[config.mk]
export PLATFORM = sky130hd
export DESIGN_NAME = cmd_regdec
export DESIGN_NICKNAME = d
export VERILOG_FILES = /design/src/rtl/cmdreg_pkg.sv /design/src/rtl/cmd_regdec_collect.sv /design/src/rtl/cmd_regdec_regs.sv /design/src/rtl/cmd_regdec_table.sv /design/src/rtl/cmd_regdec.sv
export SDC_FILE = /design/constraint.sdc
export NUM_CORES = 2
export LEC_CHECK = 0
export BUFFER_PORTS_ARGS = -buffer_cell sky130_fd_sc_hd__buf_2
export CELL_PAD_IN_SITES_DETAIL_PLACEMENT = 1
export CELL_PAD_IN_SITES_GLOBAL_PLACEMENT = 2
export CORE_MARGIN = 3
export CORE_UTILIZATION = 49
export DETAILED_ROUTE_END_ITERATION = 8
export PLACE_DENSITY_LB_ADDON = 0.1
export SYNTH_ARGS = -nofsm -noshare
export SYNTH_HDL_FRONTEND = slang
export SYNTH_SLANG_ARGS = --single-unit
[constraint.sdc]
create_clock -name clk -period 21.2 [get_ports clk]
set_input_delay 2.12 -clock clk [delete_from_list [all_inputs] [get_ports clk]]
set_output_delay 2.12 -clock clk [all_outputs]
set_load 0.02 [all_outputs]
[src/rtl/cmdreg_pkg.sv]
package cmdreg_pkg;

  localparam int REG_COUNT = 20;

  // register indices
  localparam int IX_RD_REG  = 0;
  localparam int IX_RD_TAB  = 1;
  localparam int IX_RD_NV   = 2;
  localparam int IX_RD_SRC  = 3;
  localparam int IX_WR_REG  = 4;
  localparam int IX_WR_TAB  = 5;
  localparam int IX_WR_NV   = 6;
  localparam int IX_WR_DST  = 7;
  localparam int IX_COARSE  = 8;
  localparam int IX_FINE    = 9;
  localparam int IX_PRESC   = 10;
  localparam int IX_DUTY    = 11;
  localparam int IX_PERIOD  = 12;
  localparam int IX_DIV     = 13;
  localparam int IX_STATE   = 14;
  localparam int IX_ERR     = 15;
  localparam int IX_MAXC    = 16;
  localparam int IX_HCOARSE = 17;
  localparam int IX_HFINE   = 18;
  localparam int IX_FLAGS   = 19;

  // opcodes
  localparam logic [7:0] OP_PWM    = 8'd0;
  localparam logic [7:0] OP_NOTE_V = 8'd1;
  localparam logic [7:0] OP_NOTE_T = 8'd2;
  localparam logic [7:0] OP_OFF    = 8'd3;
  localparam logic [7:0] OP_RDADDR = 8'd4;
  localparam logic [7:0] OP_WRITE  = 8'd5;
  localparam logic [7:0] OP_STORE  = 8'd6;
  localparam logic [7:0] OP_HOLD   = 8'd7;
  localparam logic [7:0] OP_FLAGS  = 8'd8;

  // sticky error bits
  localparam logic [7:0] ERR_RDSRC = 8'h01;
  localparam logic [7:0] ERR_WRDST = 8'h02;
  localparam logic [7:0] ERR_CLAMP = 8'h04;

  typedef enum logic {ST_IDLE, ST_RUN} exec_state_t;

  function automatic logic [7:0] reg_default(input int idx);
    logic [7:0] v;
    case (idx)
      IX_WR_DST: v = 8'd4;
      IX_COARSE: v = 8'd5;
      IX_PRESC:  v = 8'd4;
      IX_DUTY:   v = 8'd127;
      IX_PERIOD: v = 8'd255;
      IX_DIV:    v = 8'd5;
      IX_MAXC:   v = 8'd14;
      IX_HFINE:  v = 8'd250;
      default:   v = 8'd0;
    endcase
    return v;
  endfunction

endpackage

[src/rtl/cmd_regdec_collect.sv]
module cmd_regdec_collect #(
  parameter int MAX_ARGS = 16
) (
  input  logic clk,
  input  logic rst_n,
  input  logic busy_i,
  input  logic sop_i,
  input  logic eop_i,
  input  logic valid_i,
  input  logic [7:0] data_i,
  output logic ready_o,
  output logic go_o,
  output logic [$clog2(MAX_ARGS+2)-1:0] nbytes_o,
  output logic [MAX_ARGS:0][7:0] bytes_o
);
  localparam int DEPTH = MAX_ARGS + 1;
  localparam int CW    = $clog2(DEPTH + 1);

  logic [CW-1:0] cnt_q, base_cnt, cnt_nx;
  logic ovf_q, base_ovf, ovf_nx;
  logic accept, store;
  logic [DEPTH-1:0][7:0] bytes_q;

  assign ready_o = !busy_i;
  assign accept  = valid_i && !busy_i;

  always_comb begin
    base_cnt = (sop_i && !busy_i) ? '0 : cnt_q;
    base_ovf = (sop_i && !busy_i) ? 1'b0 : ovf_q;
    cnt_nx   = base_cnt;
    ovf_nx   = base_ovf;
    store    = 1'b0;
    if (accept) begin
      if (base_cnt == CW'(DEPTH)) begin
        ovf_nx = 1'b1;
      end else begin
        store  = 1'b1;
        cnt_nx = base_cnt + 1'b1;
      end
    end
  end

  assign go_o     = eop_i && !busy_i && !ovf_nx && (cnt_nx != '0);
  assign nbytes_o = cnt_nx;
  assign bytes_o  = bytes_q;

  always_ff @(posedge clk or negedge rst_n) begin
    if (!rst_n) begin
      cnt_q   <= '0;
      ovf_q   <= 1'b0;
      bytes_q <= '0;
    end else begin
      if (store) bytes_q[base_cnt] <= data_i;
      if (eop_i && !busy_i) begin
        cnt_q <= '0;
        ovf_q <= 1'b0;
      end else begin
        cnt_q <= cnt_nx;
        ovf_q <= ovf_nx;
      end
    end
  end
endmodule

[src/rtl/cmd_regdec_regs.sv]
module cmd_regdec_regs
  import cmdreg_pkg::*;
#(
  parameter int NUM_REGS = REG_COUNT
) (
  input  logic clk,
  input  logic rst_n,
  input  logic a_en,
  input  logic [7:0] a_idx,
  input  logic [7:0] a_dat,
  input  logic b_en,
  input  logic [7:0] b_idx,
  input  logic [7:0] b_dat,
  output logic [NUM_REGS-1:0][7:0] regs_o
);
  // port A (data) wins over port B (pointer / error update) on the same entry
  for (genvar gi = 0; gi < NUM_REGS; gi++) begin : g_ent
    always_ff @(posedge clk or negedge rst_n) begin
      if (!rst_n) begin
        regs_o[gi] <= reg_default(gi);
      end else if (a_en && a_idx == 8'(gi)) begin
        regs_o[gi] <= a_dat;
      end else if (b_en && b_idx == 8'(gi)) begin
        regs_o[gi] <= b_dat;
      end
    end
  end
endmodule

[src/rtl/cmd_regdec_table.sv]
module cmd_regdec_table #(
  parameter int DEPTH = 256,
  parameter int AW    = $clog2(DEPTH)
) (
  input  logic clk,
  input  logic we,
  input  logic [AW-1:0] waddr,
  input  logic [7:0] wdata,
  input  logic re,
  input  logic [AW-1:0] raddr,
  output logic [7:0] rdata
);
  logic [7:0] mem [DEPTH];

  always_ff @(posedge clk) begin
    if (we) mem[waddr] <= wdata;
    if (re) rdata <= mem[raddr];
  end
endmodule

[src/rtl/cmd_regdec.sv]
module cmd_regdec
  import cmdreg_pkg::*;
#(
  parameter int NUM_REGS    = REG_COUNT,
  parameter int TABLE_DEPTH = 256,
  parameter int MAX_ARGS    = 16
) (
  input  logic       clk,
  input  logic       rst_n,
  input  logic       pkt_sop_i,
  input  logic       pkt_eop_i,
  input  logic       in_valid_i,
  input  logic [7:0] in_data_i,
  output logic       in_ready_o,
  input  logic       rd_req_valid_i,
  output logic       rd_req_ready_o,
  output logic       rd_valid_o,
  output logic [7:0] rd_data_o,
  output logic       pwm_update_o,
  output logic       note_on_o,
  output logic       note_off_o,
  output logic [7:0] atk_coarse_o,
  output logic [7:0] atk_fine_o,
  output logic [7:0] atk_prescale_o,
  output logic [7:0] pwm_duty_o,
  output logic [7:0] pwm_period_o,
  output logic [7:0] pwm_div_o,
  output logic [7:0] hold_coarse_o,
  output logic [7:0] hold_fine_o,
  output logic [7:0] flags_o,
  output logic [7:0] err_o
);
  localparam int DEPTH = MAX_ARGS + 1;
  localparam int CW    = $clog2(DEPTH + 1);
  localparam int TAW   = $clog2(TABLE_DEPTH);

  exec_state_t state_q;
  logic busy, go;
  logic [CW-1:0] nbytes, nargs_q, step_q, last;
  logic [DEPTH-1:0][7:0] pkt;
  logic [NUM_REGS-1:0][7:0] regs;
  logic a_en, b_en;
  logic [7:0] a_idx, a_dat, b_idx, b_dat;
  logic tab_we, tab_re;
  logic [TAW-1:0] tab_waddr;
  logic [7:0] tab_wdata, tab_rdata;
  logic abort_q, abort_set, fin;
  logic pwm_p, on_p, off_p, rd_fire, rd_tab;
  logic rd_valid_q, rd_tab_q;
  logic [7:0] rd_reg_q;
  logic [7:0] op, arg, arg0, dsel, ptr, err;

  assign busy = (state_q == ST_RUN);

  cmd_regdec_collect #(.MAX_ARGS(MAX_ARGS)) u_collect (
    .clk(clk), .rst_n(rst_n), .busy_i(busy), .sop_i(pkt_sop_i), .eop_i(pkt_eop_i),
    .valid_i(in_valid_i), .data_i(in_data_i), .ready_o(in_ready_o),
    .go_o(go), .nbytes_o(nbytes), .bytes_o(pkt)
  );

  cmd_regdec_regs #(.NUM_REGS(NUM_REGS)) u_regs (
    .clk(clk), .rst_n(rst_n), .a_en(a_en), .a_idx(a_idx), .a_dat(a_dat),
    .b_en(b_en), .b_idx(b_idx), .b_dat(b_dat), .regs_o(regs)
  );

  cmd_regdec_table #(.DEPTH(TABLE_DEPTH), .AW(TAW)) u_table (
    .clk(clk), .we(tab_we), .waddr(tab_waddr), .wdata(tab_wdata),
    .re(tab_re), .raddr(regs[IX_RD_TAB][TAW-1:0]), .rdata(tab_rdata)
  );

  // register lookup by byte index; indices past the file read as zero
  function automatic logic [7:0] rget(input logic [7:0] idx);
    logic [7:0] r;
    r = 8'h00;
    for (int i = 0; i < NUM_REGS; i++) if (idx == 8'(i)) r = regs[i];
    return r;
  endfunction

  function automatic logic [CW-1:0] lim(input logic [CW-1:0] n, input int m);
    return (n < CW'(m)) ? n : CW'(m);
  endfunction

  assign op   = pkt[0];
  assign arg0 = pkt[1];
  assign err  = regs[IX_ERR];
  assign dsel = regs[IX_WR_DST];
  assign ptr  = rget(dsel);

  always_comb begin
    arg = 8'h00;
    for (int j = 0; j < MAX_ARGS; j++) if (step_q == CW'(j)) arg = pkt[j+1];
  end

  // index of the finishing step for the packet in flight
  always_comb begin
    case (op)
      OP_PWM, OP_NOTE_T:  last = lim(nargs_q, 3);
      OP_HOLD, OP_RDADDR: last = lim(nargs_q, 2);
      OP_FLAGS:           last = lim(nargs_q, 1);
      OP_WRITE:           last = nargs_q;
      default:            last = '0;
    endcase
  end

  assign fin = (step_q == last);

  always_comb begin
    a_en = 1'b0; a_idx = '0; a_dat = '0;
    b_en = 1'b0; b_idx = '0; b_dat = '0;
    tab_we = 1'b0; tab_waddr = ptr[TAW-1:0]; tab_wdata = arg;
    tab_re = 1'b0;
    abort_set = 1'b0;
    pwm_p = 1'b0; on_p = 1'b0; off_p = 1'b0;
    rd_fire = 1'b0; rd_tab = 1'b0;
    if (busy) begin
      case (op)
        OP_PWM: begin
          if (!fin) begin a_en = 1'b1; a_idx = 8'(IX_DUTY) + 8'(step_q); a_dat = arg; end
          else pwm_p = 1'b1;
        end
        OP_NOTE_T: begin
          if (!fin) begin
            a_en = 1'b1; a_idx = 8'(IX_COARSE) + 8'(step_q); a_dat = arg;
          end else begin
            on_p = 1'b1;
            if (regs[IX_COARSE] > regs[IX_MAXC]) begin
              a_en = 1'b1; a_idx = 8'(IX_COARSE); a_dat = regs[IX_MAXC];
              b_en = 1'b1; b_idx = 8'(IX_ERR);    b_dat = err | ERR_CLAMP;
            end
          end
        end
        OP_NOTE_V: on_p  = 1'b1;
        OP_OFF:    off_p = 1'b1;
        OP_HOLD: begin
          if (!fin) begin a_en = 1'b1; a_idx = 8'(IX_HCOARSE) + 8'(step_q); a_dat = arg; end
        end
        OP_FLAGS: begin
          if (!fin) begin a_en = 1'b1; a_idx = 8'(IX_FLAGS); a_dat = arg; end
        end
        OP_RDADDR: begin
          if (!fin) begin
            a_en  = 1'b1;
            a_dat = arg;
            a_idx = (step_q == '0) ? 8'(IX_RD_SRC) : arg0;
          end
        end
        OP_WRITE: begin
          if (!fin && !abort_q) begin
            if (step_q == '0) begin
              if (arg[2:0] < 3'd4 || arg[2:0] > 3'd6) begin
                b_en = 1'b1; b_idx = 8'(IX_ERR); b_dat = err | ERR_WRDST;
                abort_set = 1'b1;
              end else begin
                a_en = 1'b1; a_idx = 8'(IX_WR_DST); a_dat = {5'b0, arg[2:0]};
              end
            end else if (step_q == CW'(1) && arg0[3]) begin
              a_en = 1'b1; a_idx = {5'b0, arg0[2:0]}; a_dat = arg;
            end else begin
              case (dsel)
                8'(IX_WR_REG): begin
                  a_en = 1'b1; a_idx = ptr; a_dat = arg;
                  b_en = 1'b1; b_idx = dsel; b_dat = ptr + 8'd1;
                end
                8'(IX_WR_TAB): begin
                  tab_we = 1'b1;
                  b_en = 1'b1; b_idx = dsel; b_dat = ptr + 8'd1;
                end
                8'(IX_WR_NV): begin
                  b_en = 1'b1; b_idx = dsel; b_dat = ptr + 8'd1;
                end
                default: begin
                  b_en = 1'b1; b_idx = 8'(IX_ERR); b_dat = err | ERR_WRDST;
                end
              endcase
            end
          end
        end
        default: ;
      endcase
    end else if (rd_req_valid_i) begin
      case (regs[IX_RD_SRC])
        8'(IX_RD_REG): begin
          rd_fire = 1'b1;
          b_en = 1'b1; b_idx = 8'(IX_RD_REG); b_dat = regs[IX_RD_REG] + 8'd1;
        end
        8'(IX_RD_TAB): begin
          rd_fire = 1'b1; rd_tab = 1'b1; tab_re = 1'b1;
          b_en = 1'b1; b_idx = 8'(IX_RD_TAB); b_dat = regs[IX_RD_TAB] + 8'd1;
        end
        default: begin
          b_en = 1'b1; b_idx = 8'(IX_ERR); b_dat = err | ERR_RDSRC;
        end
      endcase
    end
  end

  always_ff @(posedge clk or negedge rst_n) begin
    if (!rst_n) begin
      state_q      <= ST_IDLE;
      nargs_q      <= '0;
      step_q       <= '0;
      abort_q      <= 1'b0;
      pwm_update_o <= 1'b0;
      note_on_o    <= 1'b0;
      note_off_o   <= 1'b0;
      rd_valid_q   <= 1'b0;
      rd_tab_q     <= 1'b0;
      rd_reg_q     <= '0;
    end else begin
      pwm_update_o <= pwm_p;
      note_on_o    <= on_p;
      note_off_o   <= off_p;
      rd_valid_q   <= rd_fire;
      if (rd_fire) begin
        rd_tab_q <= rd_tab;
        rd_reg_q <= rget(regs[IX_RD_REG]);
      end
      if (!busy) begin
        if (go) begin
          state_q <= ST_RUN;
          nargs_q <= nbytes - 1'b1;
          step_q  <= '0;
          abort_q <= 1'b0;
        end
      end else begin
        if (abort_set) abort_q <= 1'b1;
        if (fin) state_q <= ST_IDLE;
        else     step_q  <= step_q + 1'b1;
      end
    end
  end

  assign rd_req_ready_o = !busy;
  assign rd_valid_o     = rd_valid_q;
  assign rd_data_o      = rd_tab_q ? tab_rdata : rd_reg_q;

  assign atk_coarse_o   = regs[IX_COARSE];
  assign atk_fine_o     = regs[IX_FINE];
  assign atk_prescale_o = regs[IX_PRESC];
  assign pwm_duty_o     = regs[IX_DUTY];
  assign pwm_period_o   = regs[IX_PERIOD];
  assign pwm_div_o      = regs[IX_DIV];
  assign hold_coarse_o  = regs[IX_HCOARSE];
  assign hold_fine_o    = regs[IX_HFINE];
  assign flags_o        = regs[IX_FLAGS];
  assign err_o          = err;
endmodule

==> flow_summary.json <==
{
  "top_level_ports": 108,
  "setup-violations-final": 0,
  "resized_after_cts": 0,
  "gp_congestion": 0.951,
  "static-leakage-power_uw": 0.0361,
  "number_of_enable_flip_flop_cells_after_synthesis": 2056,
  "grt_setup_unrepaired": "no",
  "most-common-layout-cells": "sky130_fd_sc_hd__edfxtp_1 (2,056), sky130_fd_sc_hd__mux4_2 (690), sky130_fd_sc_hd__nor2_1 (398)",
  "cts.path.max_buffers": 3,
  "critical_path.reg2reg.startpoint": "u_regs.regs_o[8]",
  "fillCellCount": 17939,
  "synth_area_per_cell_sq_um": 18.2,
  "critical-path-slowest-cell": "sky130_fd_sc_hd__dfrtp_4",
  "async_set_or_reset_register_ratio_after_synthesis_pct": 13.7,
  "hold_depth": 1,
  "holdPathEnd": "u_collect.bytes_o[133]",
  "design.core.area_sq_mm": 0.203,
  "timing.hold.worst.start": "u_collect.bytes_o[133]",
  "yosysWarnings": 0,
  "slew-limit-headroom_pct": 8.05,
  "grt-ovfl-total": 0,
  "crit_fanout": 92,
  "postSynthRegisterBits": 2383,
  "slowest_delay_ns": 0.89,
  "synth_cells": 5521,
  "tritoncts": "built",
  "number_of_buffers_added_on_ports": 107,
  "r2r_cells": 9,
  "critical_path.n_buffers_inverters": 5,
  "synthToLayoutAreaGrowth_pct": 10.8,
  "r2r-end": "u_table.rdata[3]",
  "htreeDepth": 4,
  "fmaxAchievable_ghz": 0.138,
  "clock_pin_slew_of_the_registers_on_the_worst_case_setup_and_hold_paths_ns": 0.06,
  "capturing_element_type_of_the_critical_path": "register",
  "postRouteWirelength_mm": 286,
  "synth-main-ff-cell": "sky130_fd_sc_hd__edfxtp_1",
  "drtIter0Drc": 5736,
  "die_width_um": 459,
  "reg2reg_slack_ns": 13.97,
  "gr-usage-all-layers_pct": 27.4,
  "max_slew.worst_pin.slew_ns": 1.37,
  "floorplan.rows": 165,
  "design.final.nets": 5597,
  "clock_sink_total": 2383,
  "critPathRequiredTime_ns": 21.82,
  "cts_hold_buf": 0,
  "finClkSkew_ns": 0.0735,
  "cap_violations": 0,
  "place_inst": 7986,
  "finish.cell_count_without_fillers": 8434,
  "finalHoldViolations": 0,
  "grt_antenna_before_repair": 8,
  "layout_worst_path_cycle_share_pct": 34.1,
  "synth_seq_area_share_pct": 69.6,
  "tritoncts.num_buffers": 239,
  "cts_root_buf": "sky130_fd_sc_hd__clkbuf_16",
  "worst_setup_path_start_kind": "register",
  "routed_wire_length_per_instance_um": 34.0,
  "initial_utilization_pct": 49.5,
  "worst-endpoint-arrival_ns": 7.84,
  "worstSkewPairLatency_ns": 0.89,
  "final-max-slew-violation-count": 0,
  "via_per_inst": 6.39,
  "chipHeight_um": 459,
  "hp-class": "reg -> reg",
  "final_common_cell": "sky130_fd_sc_hd__edfxtp_1",
  "grt_start_max_net_pins": 184,
  "post_cts_setup_buffer_count": 0,
  "detailed_place_hpwl_mm": 184,
  "outcome": "finished, final reports clean",
  "power_per_cell_area_mw_per_mm2": 116,
  "drt_first_pass_iters": 5,
  "synthesis.nets": 5563,
  "critical_path.top_delay_family": "buffers and inverters",
  "worstSetupPathType": "reg -> reg",
  "power.ir.vdd_worst_uv": 231,
  "cp_cell_sequence": "buf_4, buf_12, buf_4, buf_4, buf_4, mux4_2, mux4_2, mux4_2, mux4_2",
  "ant_nets": 0,
  "vias": 53933,
  "grt_pass1_vias": 55944,
  "final_core_utilization_pct": 54.8,
  "grt_pass1_wl_mm": 417,
  "floorplan.die_area_sq_mm": 0.211,
  "synth.lib_cells_used.distinct": 109,
  "synthesis.area_sq_mm": 0.101,
  "timing.setup.tns_ns": 0,
  "route.detailed.drc": 0,
  "final.min_clock_period_ns": 7.23,
  "post_route_cells_drive_above_1_share_pct": 27.9
}
==> registers in the layout, indices dropped and copies added, names as in the netlist, 5 cells and up <==
name and flops:
rd_reg_q 8, u_collect.bytes_o 136, u_table.rdata 8, u_table.mem 2048, u_collect.cnt_q 5, u_regs.regs_o 160
nargs_q 5, step_q 5
==> stage by stage <==
| step | instance area (sq um) | power (uW) | worst slack [ns] | hold WS [ns] |
|---|---|---|---|---|
| floorplan | 101000 | 8170 | 6.38 | 0.435 |
| global placement | 103000 | 8690 | 13.58 | 0.477 |
| detailed placement | 103000 | 8810 | 13.58 | 0.485 |
| CTS | 111000 | 13000 | 13.61 | 0.499 |
| global route | 111000 | 13400 | 13.24 | 0.512 |
| finish | 111000 | 12900 | 13.97 | 0.496 |
==> where the power goes <==
part | switching, uW | internal, uW | leakage (uW) | total [uW]
clock | 1810 | 2450 | 0.00387 | 4260
combinational | 1800 | 313 | 0.00911 | 2110
sequential | 96.6 | 6470 | 0.0231 | 6570
==> how the worst max path moves through the flow <==
stage | start | to | cells past startpoint
floorplan | step_q[0] | u_table.mem[0][4] | 11
global placement | u_regs.regs_o[8] | u_table.rdata[3] | 9
detailed placement | u_regs.regs_o[8] | u_table.rdata[3] | 9
CTS | u_regs.regs_o[8] | u_table.rdata[3] | 9
global route | u_regs.regs_o[8] | u_table.rdata[3] | 9
finish | u_regs.regs_o[8] | u_table.rdata[3] | 9
==> cells in the mapped netlist (14+ instances only) <==
| cell type | n | area [sq um] |
|---|---|---|
| sky130_fd_sc_hd__a211oi_1 | 26 | 195 |
| sky130_fd_sc_hd__a21o_1 | 16 | 120 |
| sky130_fd_sc_hd__a21oi_1 | 113 | 566 |
| sky130_fd_sc_hd__a221o_1 | 27 | 270 |
| sky130_fd_sc_hd__a22oi_1 | 21 | 158 |
| sky130_fd_sc_hd__a31oi_1 | 25 | 156 |
| sky130_fd_sc_hd__and2_1 | 27 | 169 |
| sky130_fd_sc_hd__and3_1 | 26 | 163 |
| sky130_fd_sc_hd__buf_1 | 70 | 263 |
| sky130_fd_sc_hd__buf_2 | 35 | 175 |
| sky130_fd_sc_hd__buf_4 | 88 | 661 |
| sky130_fd_sc_hd__clkbuf_1 | 223 | 837 |
| sky130_fd_sc_hd__dfrtp_1 | 297 | 7430 |
| sky130_fd_sc_hd__dfstp_2 | 30 | 788 |
| sky130_fd_sc_hd__edfxtp_1 | 2056 | 61700 |
| sky130_fd_sc_hd__ha_1 | 28 | 350 |
| sky130_fd_sc_hd__inv_1 | 64 | 240 |
| sky130_fd_sc_hd__mux2_2 | 242 | 2730 |
| sky130_fd_sc_hd__mux2i_1 | 59 | 591 |
| sky130_fd_sc_hd__mux4_2 | 690 | 15500 |
| sky130_fd_sc_hd__nand2_1 | 251 | 942 |
| sky130_fd_sc_hd__nand2b_1 | 34 | 213 |
| sky130_fd_sc_hd__nand3_1 | 68 | 340 |
| sky130_fd_sc_hd__nand4_1 | 17 | 106 |
| sky130_fd_sc_hd__nor2_1 | 399 | 1500 |
| sky130_fd_sc_hd__nor2b_1 | 29 | 181 |
| sky130_fd_sc_hd__nor3_1 | 40 | 200 |
| sky130_fd_sc_hd__o211ai_1 | 27 | 203 |
| sky130_fd_sc_hd__o21ai_0 | 158 | 791 |
| sky130_fd_sc_hd__o221ai_1 | 14 | 123 |
| sky130_fd_sc_hd__o22ai_1 | 27 | 169 |
| sky130_fd_sc_hd__xnor2_1 | 14 | 123 |
==> cells by family (layout without fill, tap and decap cells) <==
logic type,after synthesis,count (layout),synth area share [%]
simple gates,988,988,4.61
flops,2383,2383,69.6
xor+xnor,16,16,0.139
other cells,0,5,0
compound gates,627,627,4.31
buf+inv,487,723,2.21
mux,991,991,18.8
fa+ha+maj,29,29,0.359
==> metal layers <==
metal	GRT usage [%]	wire length, um	up-vias
met4	9.12	10100	4
met1	38.8	121000	29172
li1	-	-	22414
met2	44.0	139000	1902
met5	0	25	-
met3	4.08	16400	441
==> cell type report <==
cell class / count / area [sq um] / area share [%]
sequential: 2383 / 70000 / 62.9
antenna: 5 / 12.5 / 0.0112
tap: 2672 / 3340 / 3.00
timing repair buffer: 212 / 1400 / 1.25
multi-input combinational: 2651 / 28400 / 25.5
clock inverter: 152 / 1640 / 1.47
clock buffer: 291 / 6290 / 5.65
inverter: 68 / 270 / 0.243
Power figures use the tool's default switching activity.
